`src/rtl/jsm_pkg.sv`:
```
package jsm_pkg;
  localparam int NIB_W = 4;
  localparam int CNT_W = 8;
  localparam int OP_W  = 2 * NIB_W;
  localparam int N_OP  = 1 << NIB_W;

  typedef enum logic [3:0] {
    TLR, RTI, SEL_DR, CAP_DR, SHF_DR, EX1_DR, PAU_DR, EX2_DR, UPD_DR,
    SEL_IR, CAP_IR, SHF_IR, EX1_IR, PAU_IR, EX2_IR, UPD_IR
  } tap_state_e;

  typedef enum logic [1:0] {
    V_LEGIT = 2'b00, V_UNSURE = 2'b01, V_LIKELY = 2'b10, V_ATTACK = 2'b11
  } verdict_e;

  typedef struct packed {
    logic [NIB_W-1:0] op;
    logic [CNT_W-1:0] rti;
    logic [CNT_W-1:0] tlr;
    logic [CNT_W-1:0] tms_n;
    logic             by_tlr;
  } jsm_rec_t;

  function automatic tap_state_e tap_next(input tap_state_e s, input logic tms);
    case (s)
      TLR:     return tms ? TLR    : RTI;
      RTI:     return tms ? SEL_DR : RTI;
      SEL_DR:  return tms ? SEL_IR : CAP_DR;
      CAP_DR:  return tms ? EX1_DR : SHF_DR;
      SHF_DR:  return tms ? EX1_DR : SHF_DR;
      EX1_DR:  return tms ? UPD_DR : PAU_DR;
      PAU_DR:  return tms ? EX2_DR : PAU_DR;
      EX2_DR:  return tms ? UPD_DR : SHF_DR;
      UPD_DR:  return tms ? SEL_DR : RTI;
      SEL_IR:  return tms ? TLR    : CAP_IR;
      CAP_IR:  return tms ? EX1_IR : SHF_IR;
      SHF_IR:  return tms ? EX1_IR : SHF_IR;
      EX1_IR:  return tms ? UPD_IR : PAU_IR;
      PAU_IR:  return tms ? EX2_IR : PAU_IR;
      EX2_IR:  return tms ? UPD_IR : SHF_IR;
      UPD_IR:  return tms ? SEL_DR : RTI;
      default: return TLR;
    endcase
  endfunction

  function automatic logic [CNT_W-1:0] sat_inc(input logic [CNT_W-1:0] v);
    return (v == '1) ? v : v + 1'b1;
  endfunction
endpackage

```
`src/rtl/jsm_tap_tracker.sv`:
```
module jsm_tap_tracker
  import jsm_pkg::*;
(
  input  logic       clk_i,
  input  logic       rst_ni,
  input  logic       tck_i,
  input  logic       tms_i,
  output logic       step_o,
  output logic       tms_o,
  output tap_state_e state_o,
  output tap_state_e next_o
);
  logic [2:0] tck_sync;
  logic [1:0] tms_sync;
  tap_state_e state_q;

  always_ff @(posedge clk_i or negedge rst_ni) begin
    if (!rst_ni) begin
      tck_sync <= '0;
      tms_sync <= 2'b11;
    end else begin
      tck_sync <= {tck_sync[1:0], tck_i};
      tms_sync <= {tms_sync[0], tms_i};
    end
  end

  assign step_o  = tck_sync[1] & ~tck_sync[2];
  assign tms_o   = tms_sync[1];
  assign next_o  = tap_next(state_q, tms_sync[1]);
  assign state_o = state_q;

  always_ff @(posedge clk_i or negedge rst_ni) begin
    if (!rst_ni)     state_q <= TLR;
    else if (step_o) state_q <= next_o;
  end

  p_state_hold_r2: assert property (@(posedge clk_i) disable iff (!rst_ni)
    !step_o |=> $stable(state_q)) else $error("tap state moved without TCK edge");
endmodule

```
`src/rtl/jsm_feature.sv`:
```
module jsm_feature
  import jsm_pkg::*;
#(
  parameter logic [OP_W-1:0] RESET_OP = OP_W'(1)
) (
  input  logic                  clk_i,
  input  logic                  rst_ni,
  input  logic                  step_i,
  input  logic                  tms_i,
  input  tap_state_e            state_i,
  input  tap_state_e            next_i,
  input  logic [OP_W-1:0]       instr_i,
  input  logic [N_OP-1:0]       op_valid_i,
  input  logic [N_OP*CNT_W-1:0] op_len_i,
  input  logic [N_OP*CNT_W-1:0] rule_dwell_i,
  input  logic [N_OP*CNT_W-1:0] rule_tms_i,
  input  logic [N_OP-1:0]       rule_tlr_ok_i,
  output logic                  eval_o,
  output logic                  pred_o,
  output logic                  flag_o
);
  logic [OP_W-1:0]  op_q;
  logic             open_q, dr_seen_q, tms_prev_q, flag_q;
  logic [CNT_W-1:0] dr_cnt_q, rti_q, tlr_q, tms_q;

  logic leave_uir, enter_tlr, enter_udr, new_legal, len_bad;
  logic [CNT_W-1:0] exp_len, lim_dwell, lim_tms;
  logic [CNT_W:0]   dwell;
  jsm_rec_t rec;

  assign leave_uir = step_i && (state_i == UPD_IR);
  assign enter_tlr = step_i && (next_i == TLR) && (state_i != TLR);
  assign enter_udr = step_i && (next_i == UPD_DR);
  assign new_legal = (instr_i[OP_W-1:NIB_W] == '0) && op_valid_i[instr_i[NIB_W-1:0]];
  assign exp_len   = op_len_i[op_q[NIB_W-1:0]*CNT_W +: CNT_W];
  assign len_bad   = enter_udr && (dr_cnt_q != exp_len);

  always_comb begin
    rec.op     = op_q[NIB_W-1:0];
    rec.rti    = rti_q;
    rec.tlr    = tlr_q;
    rec.tms_n  = tms_q;
    rec.by_tlr = enter_tlr;
  end

  assign lim_dwell = rule_dwell_i[rec.op*CNT_W +: CNT_W];
  assign lim_tms   = rule_tms_i[rec.op*CNT_W +: CNT_W];
  assign dwell     = {1'b0, rec.rti} + {1'b0, rec.tlr};

  assign eval_o = open_q && ((leave_uir && dr_seen_q) || enter_tlr);
  assign pred_o = (dwell > {1'b0, lim_dwell}) || (rec.tms_n > lim_tms) ||
                  (rec.by_tlr && !rule_tlr_ok_i[rec.op]);
  assign flag_o = flag_q;

  always_ff @(posedge clk_i or negedge rst_ni) begin
    if (!rst_ni) begin
      op_q       <= RESET_OP;
      open_q     <= 1'b0;
      dr_seen_q  <= 1'b0;
      tms_prev_q <= 1'b1;
      dr_cnt_q   <= '0;
      rti_q      <= '0;
      tlr_q      <= '0;
      tms_q      <= '0;
    end else if (step_i) begin
      if (state_i == RTI) rti_q <= sat_inc(rti_q);
      if (state_i == TLR) tlr_q <= sat_inc(tlr_q);
      if (tms_i != tms_prev_q) tms_q <= sat_inc(tms_q);
      tms_prev_q <= tms_i;
      if (next_i == CAP_DR)       dr_cnt_q <= '0;
      else if (state_i == SHF_DR) dr_cnt_q <= sat_inc(dr_cnt_q);
      if (enter_udr) dr_seen_q <= 1'b1;
      if (leave_uir) begin
        op_q      <= instr_i;
        open_q    <= 1'b1;
        dr_seen_q <= 1'b0;
      end
      if (enter_tlr) begin
        op_q      <= RESET_OP;
        open_q    <= 1'b0;
        dr_seen_q <= 1'b0;
      end
      // closing a record restarts its counters
      if (eval_o) begin
        rti_q <= '0;
        tlr_q <= '0;
        tms_q <= '0;
      end
    end
  end

  always_ff @(posedge clk_i or negedge rst_ni) begin
    if (!rst_ni)                               flag_q <= 1'b0;
    else if ((leave_uir && !new_legal) || len_bad) flag_q <= 1'b1;
  end

  p_flag_sticky_r5: assert property (@(posedge clk_i) disable iff (!rst_ni)
    flag_q |=> flag_q) else $error("hostile mark cleared");
  p_illegal_op_r3: assert property (@(posedge clk_i) disable iff (!rst_ni)
    (leave_uir && !new_legal) |=> flag_q) else $error("illegal opcode missed");
  p_len_check_r4: assert property (@(posedge clk_i) disable iff (!rst_ni)
    len_bad |=> flag_q) else $error("shift length mismatch missed");
  p_rti_cap_r7: assert property (@(posedge clk_i) disable iff (!rst_ni)
    (step_i && state_i == RTI && rti_q == '1 && !eval_o) |=> rti_q == '1)
    else $error("dwell counter wrapped");
endmodule

```
`src/rtl/jsm_window.sv`:
```
module jsm_window
  import jsm_pkg::*;
#(
  parameter int K  = 8,
  parameter int CW = $clog2(K + 1)
) (
  input  logic          clk_i,
  input  logic          rst_ni,
  input  logic          eval_i,
  input  logic          pred_i,
  input  logic          flag_i,
  input  logic [CW-1:0] thr_lo_i,
  input  logic [CW-1:0] thr_hi_i,
  output verdict_e      verdict_o
);
  localparam logic [CW-1:0] K_C = CW'(K);

  logic [K-1:0]  win_q;
  logic [CW-1:0] m_q;
  verdict_e      verdict_q, grade;

  always_ff @(posedge clk_i or negedge rst_ni) begin
    if (!rst_ni) begin
      win_q <= '0;
      m_q   <= '0;
    end else if (eval_i) begin
      win_q <= {win_q[K-2:0], pred_i};
      m_q   <= m_q + CW'(pred_i) - CW'(win_q[K-1]);
    end
  end

  always_comb begin
    if (m_q == K_C)           grade = V_ATTACK;
    else if (m_q >= thr_hi_i) grade = V_LIKELY;
    else if (m_q >= thr_lo_i) grade = V_UNSURE;
    else                      grade = V_LEGIT;
  end

  always_ff @(posedge clk_i or negedge rst_ni) begin
    if (!rst_ni) verdict_q <= V_LEGIT;
    else         verdict_q <= flag_i ? V_ATTACK : grade;
  end

  assign verdict_o = verdict_q;

  p_count_match_r8: assert property (@(posedge clk_i) disable iff (!rst_ni)
    int'(m_q) == $countones(win_q)) else $error("running count drifted");
  p_quiet_r10: assert property (@(posedge clk_i) disable iff (!rst_ni)
    !eval_i |=> $stable(m_q)) else $error("count moved without evaluation");
  p_full_window_r9: assert property (@(posedge clk_i) disable iff (!rst_ni)
    (m_q == K_C) |=> verdict_q == V_ATTACK) else $error("full window not graded hostile");
endmodule

```
`src/rtl/jtag_session_monitor.sv`:
```
module jtag_session_monitor
  import jsm_pkg::*;
#(
  parameter int               K        = 8,
  parameter logic [OP_W-1:0]  RESET_OP = OP_W'(1),
  parameter int               CW       = $clog2(K + 1)
) (
  input  logic                  clk_i,
  input  logic                  rst_ni,
  input  logic                  tck_i,
  input  logic                  tms_i,
  input  logic [OP_W-1:0]       instr_i,
  input  logic [N_OP-1:0]       op_valid_i,
  input  logic [N_OP*CNT_W-1:0] op_len_i,
  input  logic [N_OP*CNT_W-1:0] rule_dwell_i,
  input  logic [N_OP*CNT_W-1:0] rule_tms_i,
  input  logic [N_OP-1:0]       rule_tlr_ok_i,
  input  logic [CW-1:0]         thr_lo_i,
  input  logic [CW-1:0]         thr_hi_i,
  output logic [1:0]            verdict_o
);
  logic       step, tms_s, eval, pred, flag;
  tap_state_e state, next;
  verdict_e   verdict;

  jsm_tap_tracker u_tap (
    .clk_i, .rst_ni, .tck_i, .tms_i,
    .step_o(step), .tms_o(tms_s), .state_o(state), .next_o(next)
  );

  jsm_feature #(.RESET_OP(RESET_OP)) u_feat (
    .clk_i, .rst_ni, .step_i(step), .tms_i(tms_s), .state_i(state), .next_i(next),
    .instr_i, .op_valid_i, .op_len_i, .rule_dwell_i, .rule_tms_i, .rule_tlr_ok_i,
    .eval_o(eval), .pred_o(pred), .flag_o(flag)
  );

  jsm_window #(.K(K), .CW(CW)) u_win (
    .clk_i, .rst_ni, .eval_i(eval), .pred_i(pred), .flag_i(flag),
    .thr_lo_i, .thr_hi_i, .verdict_o(verdict)
  );

  assign verdict_o = verdict;

  p_mark_forces_hostile_r9: assert property (@(posedge clk_i) disable iff (!rst_ni)
    flag |=> verdict_o == 2'b11) else $error("hostile mark not reflected");
endmodule

```
`config.mk`:
```
export PLATFORM = sky130hd
export DESIGN_NAME = jtag_session_monitor
export DESIGN_NICKNAME = d
export VERILOG_FILES = /design/src/rtl/jsm_pkg.sv /design/src/rtl/jsm_tap_tracker.sv /design/src/rtl/jsm_feature.sv /design/src/rtl/jsm_window.sv /design/src/rtl/jtag_session_monitor.sv
export SDC_FILE = /design/constraint.sdc
export NUM_CORES = 1
export LEC_CHECK = 0
export BUFFER_PORTS_ARGS = -buffer_cell sky130_fd_sc_hd__buf_4
export CAP_MARGIN = 20
export CORE_AREA = 2 2 170 172
export DETAILED_ROUTE_END_ITERATION = 8
export DIE_AREA = 0 0 172 174
export PLACE_DENSITY = 0.55
export SYNTH_ARGS = -nofsm -noshare
export SYNTH_HDL_FRONTEND = slang
export SYNTH_HIERARCHICAL = 1
export SYNTH_SLANG_ARGS = --single-unit
```
`constraint.sdc`:
```
create_clock -name clk_i -period 6.34 [get_ports clk_i]
set_input_delay 0.634 -clock clk_i [delete_from_list [all_inputs] [get_ports clk_i]]
set_output_delay 0.634 -clock clk_i [all_outputs]
set_load 0.05 [all_outputs]
```
-- Yosys cells after proc, flatten, opt, wreduce, memory -nomap -nowiden
Cells that the tools add are included.
- flip-flop bits (word level): 63
- bits of input ports: 436
- output and inout port bits: 2
- word-level logic and storage cells: 136
- $add $sub $neg: 7
- magnitude comparators: 6
- eq/ne operators: 28
- shift operators: 3
- multiplexer cells: 40
- bitwise operators: 2
- reductions and logical operators: 35
- operators with widths (cell ; count):
    $shiftx 128x8->8 ; 3
    $mux 8 ; 12
    $pmux 4 s12 ; 1
    $eq 4x4->1 const B ; 10
    $add 8x1->8 const B ; 4
    $eq 8x8->1 const B ; 4
    $mux 4 ; 6
    $eq 4x3->1 const B ; 4
    $eq 4x2->1 const B ; 3
    $logic_not 4->1 ; 3
    $mux 2 ; 6
    $reduce_and 3->1 ; 4
    $mux 1 ; 11
    $logic_and 1x1->1 ; 10
    $lt 4x5->1 const B ; 2
    $reduce_bool 2->1 ; 5
    $add 8x8->9 ; 1
    $gt 9x8->1 ; 1
    $bmux 1 s4 ; 2
    $ge 4x4->1 ; 2
    $gt 8x8->1 ; 1
    $ne 8x8->1 ; 1
    $mux 3 ; 2
    $ne 2x2->1 const B ; 3
    other kinds (14) ; 20

-- Longest topological paths before layout
- depth in word-level cells: 10
- depth in mapped cells: 21
- mapped depth without buffers: 19

-- By module
The synthesis kept the hierarchy.
- by module, submodules not included (module ; times used ; cells each ; area each (um^2) ; seq. area each (um^2)):
    jsm_feature ; 1 ; 496 ; 5957.0 ; 1003.5
    jsm_window ; 1 ; 73 ; 829.5 ; 350.3
    jsm_tap_tracker ; 1 ; 55 ; 536.8 ; 227.7

-- Least setup slack after synthesis
Ideal clock, no wire load.
- path type: flip-flop to flip-flop
- from: register u_feat.op_q[0]
- to: register u_win.m_q[3]
- setup time: 0.125 ns
- data arrival time: 4.660 ns
- data required time: 6.215 ns
- slack: 1.555 ns
- stages on the path, launching flop included: 20
- buffers on the path: 4
- clock period less this slack: 4.785 ns
- cells stage by stage: dfstp_2 > buf_2 > buf_2 > buf_4 > buf_2 > mux4_2 > mux4_2 > inv_1 > ha_1 > a21o_1 > a21o_1 > a21oi_1 > o21ai_0 > a2111oi_0 > o311ai_0 > ha_1 > a21o_1 > a21oi_2 > xnor2_1 > mux2_4
- word-level cells in the longest chain between the ends: 7
- elaborated cells between the ends (all ways): 12
- those cells by class: add/sub: 2; order compare: 2; shift: 2; mux: 2; reduce/logical: 4
- RTL lines (what ; line ; RTL):
    start: declaration ; jsm_feature.sv:22 ; logic [OP_W-1:0] op_q;
    start signal: assignment ; jsm_feature.sv:74 ; op_q <= instr_i;
    parallel branches: the longest is 4 deep, another holds $gt 9x8->1 ; n/a ;
    $logic_or 1x1->1 * ; jsm_feature.sv:51 ; assign pred_o = (dwell > {1'b0, lim_dwell}) || (rec.tms_n > lim_tms) ||
    net pred ; jtag_session_monitor.sv:22 ; logic step, tms_s, eval, pred, flag;
    $add 4x1->4 * ; jsm_window.sv:28 ; m_q <= m_q + CW'(pred_i) - CW'(win_q[K-1]);
    $sub 4x1->4 * ; jsm_window.sv:28 ;
    end signal: assignment ; jsm_window.sv:28 ;
    end: declaration ; jsm_window.sv:19 ; logic [CW-1:0] m_q;
Mark *: on every way through the listed nets, which the timed path passes. The select of a mux whose other input is x is not followed.
A chain may end at the register's enable or synchronous reset.

-- Worst setup path after layout
Same ends and word-level chain as after synthesis.

==> impl_metrics.tcl <==
set metrics [dict create \
    place_congestion 0.949 \
    numCtsBuffers 9 \
    synth.ff_latch_count 63 \
    tns_ns 0 \
    worst_slew_pin_slew_ns 0.847 \
    cts_resized 0 \
    synth.distinct_cells 63 \
    postCtsSetupRepairBufs 0 \
    r2r_start "u_feat/op_q[0]" \
    hold_buffers 0 \
    cts_root_buffer "clkbuf_16" \
    nNetsFinal 1518 \
    routed_wl_mm 32.7 \
    netlist_area_sq_um 7320 \
    ir_worst_vdd_v 0.000144 \
    rows 62 \
    ys_seq_area_frac 0.216 \
    finClkSkew_ns 0.00708 \
    die-area_sq_um 29900 \
    async_reset_ff_frac 1.00 \
    status "finished, final reports clean" \
    synth_edf_count 0 \
    wl_met1_mm 13.0 \
    synth.avg_cell_area_sq_um 11.7 \
    startpoint_type "flop" \
    dieHeight_microns 174 \
    clkTransAtPathRegs_ns 0.06 \
    rsz0062_at_grt "no" \
    vias 7154 \
    coreArea_sq_um 28200 \
    cp_data_arrival_time_ns 5.35 \
    cp-end-kind "flop" \
    start_util 0.259 \
    dr.pass1.iters 5 \
    antenna_found_initial 8 \
    finalHoldViolations 0 \
    drt-initial-drc-count 423 \
    cts_buffer_depth 2 \
    setup_violations 0 \
    grt_pass1_vias 7567 \
    final_antenna_net_count 0 \
    dpl.hpwl_mm 28.2 \
    p_per_area_nw_per_um2 275 \
    synth_warnings 6 \
    clk_latency_ns 0.34 \
    final_common_cell "buf_4" \
    holdCritPathClass "reg2reg" \
    syn-num-nets 1103 \
    hp-start "u_tap/tck_sync[0]" \
    drive_above_1_share 0.590 \
    num_io_pins 438 \
    cts_tree "yes" \
    grt-ovfl-total 0 \
    grt_max_degree 64 \
    cp.required_ns 6.56 \
    final_cell_mix "buf_4 (448), mux4_2 (119), dfrtp_1 (56)" \
    clock-sinks 63 \
    crit_path_max_fanout 31 \
    gr-usage-all-layers 0.218 \
    worstSetupStartpoint "u_feat/op_q[0]" \
    leakagePower_nw 5.29 \
    period_share 0.809 \
    synth_top_cell_area_share 0.366 \
    wire_per_inst_microns 22.9 \
    wl_met3_mm 2.99 \
    hold-worst-slack_ns 0.361 \
    yosys-top-cells-area "mux4_2 (37%), dfrtp_1 (20%), ha_1 (7.0%), mux2i_1 (3.3%), xnor2_1 (3.1%)" \
    viasPerCell 5.00 \
    wl_met2_mm 16.4 \
    remaining_drc_errors 0 \
    area_delta_synth_final_pct 54.8 \
    portBuffers 437 \
    finalCriticalPeriod_ns 5.13 \
    max_freq_ghz 0.195 \
    netlist_instances 624 \
    path_class "reg2reg" \
    relSlewSlack 0.434 \
    synthFlopType "dfrtp_1" \
    drv_cap 0 \
    grt_pass1_wl_mm 47.3 \
    htreeDepth 3 \
    slew_violations 0 \
    routed.top_layer "met5" \
    synth_area_leader_cell "mux4_2" \
    die_w_microns 172 \
]
==> flip-flops by register name, indices dropped and copies added, names as in the netlist <==
signal / flops
u_win/verdict_o: 2
u_feat/rti_q: 8
u_feat/tms_prev_q: 1
u_tap/tms_sync: 2
u_feat/open_q: 1
u_tap/state_o: 4
u_feat/dr_cnt_q: 8
u_feat/tlr_q: 8
u_win/m_q: 4
u_feat/op_q: 4
u_feat/flag_o: 1
u_feat/tms_q: 8
u_tap/tck_sync: 3
u_win/win_q: 8
u_feat/dr_seen_q: 1
==> Yosys cell counts (2+ instances only) <==
cell	count
o21a_1	5
mux2i_1	24
buf_6	2
mux2_2	14
nand4_1	13
xnor2_1	26
nand2_1	23
nor2_1	45
buf_2	13
nor3b_1	3
a211o_1	2
and3_1	6
mux4_2	119
dfstp_2	4
clkbuf_1	20
xor2_1	25
nor2b_1	6
a21o_1	7
o21ai_0	21
o21bai_1	3
buf_1	6
or2_2	2
nor3_1	3
nand2b_1	8
nor4_1	3
a211oi_1	2
fa_1	2
a21oi_1	22
nand3_1	16
dfrtp_1	59
buf_4	3
o2111a_1	2
and4_1	2
or3_1	2
ha_1	41
and2b_1	2
inv_1	39
a31oi_1	4
==> logic make-up (layout without fill, tap and decap cells) <==
| logic type | after synthesis | after routing | synth area share |
|---|---|---|---|
| muxes | 158 | 158 | 0.422 |
| and+or+nand+nor | 141 | 141 | 0.0982 |
| AOI/OAI and AO/OA | 85 | 85 | 0.0786 |
| buffers and inverters | 83 | 503 | 0.0483 |
| DFF | 63 | 63 | 0.216 |
| xor gates and xnor gates | 51 | 51 | 0.0610 |
| adders and majority gates | 43 | 43 | 0.0755 |
| other | 0 | 3 | 0 |
==> worst paths after layout <==
path / cells after the start / slack, ns / endpoint
max: 17 / 1.21 / u_win/m_q[3]
min: 0 / 0.36 / u_tap/tck_sync[1]
max reg2reg: 17 / 1.21 / u_win/m_q[3]
min reg2reg: 0 / 0.36 / u_tap/tck_sync[1]
max in group asynchronous: 1 / 5.31 / u_feat/op_q[1]
min in group asynchronous: 1 / 0.40 / u_win/win_q[0]
==> power by group <==
group	internal [mW]	switching (mW)
sequential	0.481	0.269
clock	0.405	0.183
combinational	1.04	0.734
==> metal layers <==
metal  vias to the layer above  global-route usage
li1                       3277                   -
met1                      3534               0.272
met2                       303               0.366
met3                        30              0.0786
met4                        10              0.0336
met5                         -                   0
==> stage by stage <==
step / power, mW / worst slack (ns) / utilization / cells / area [sq um]
after global routing: 3.35 / 0.854 / 0.401 / 1428 / 11300
after CTS: 3.15 / 1.19 / 0.401 / 1428 / 11300
after detailed placement: 2.54 / 1.24 / 0.388 / 1412 / 11000
final: 3.12 / 1.21 / 0.401 / 1431 / 11300
after floorplan: 1.98 / 1.55 / - / 624 / 7320
after global placement: 2.53 / 1.25 / 0.388 / 1412 / 11000
==> final cells by class <==
| cell class | count | area (sq um) |
|---|---|---|
| clock inverters | 5 | 104 |
| repair buffers | 448 | 3360 |
| diodes | 3 | 7.51 |
| inverters | 39 | 146 |
| flip-flops and latches | 63 | 1590 |
| fillers | 2817 | 16900 |
| well taps | 384 | 480 |
| multi-input cells | 478 | 5390 |
| clock buffers | 11 | 253 |
==> critical path, cell delays in order (launching register included) <==
cell,delay [ns]
dfstp_4,0.93
buf_4,0.30
mux4_2,0.52
mux4_2,0.46
inv_1,0.06
ha_1,0.23
nor2b_1,0.13
o21ai_0,0.14
nand2b_1,0.07
a21oi_1,0.13
o21ai_0,0.12
a2111oi_0,0.53
o311ai_0,0.38
ha_1,0.32
a21o_1,0.17
a21oi_2,0.15
xnor2_1,0.07
mux2_4,0.25
Power figures use the tool's default switching activity.
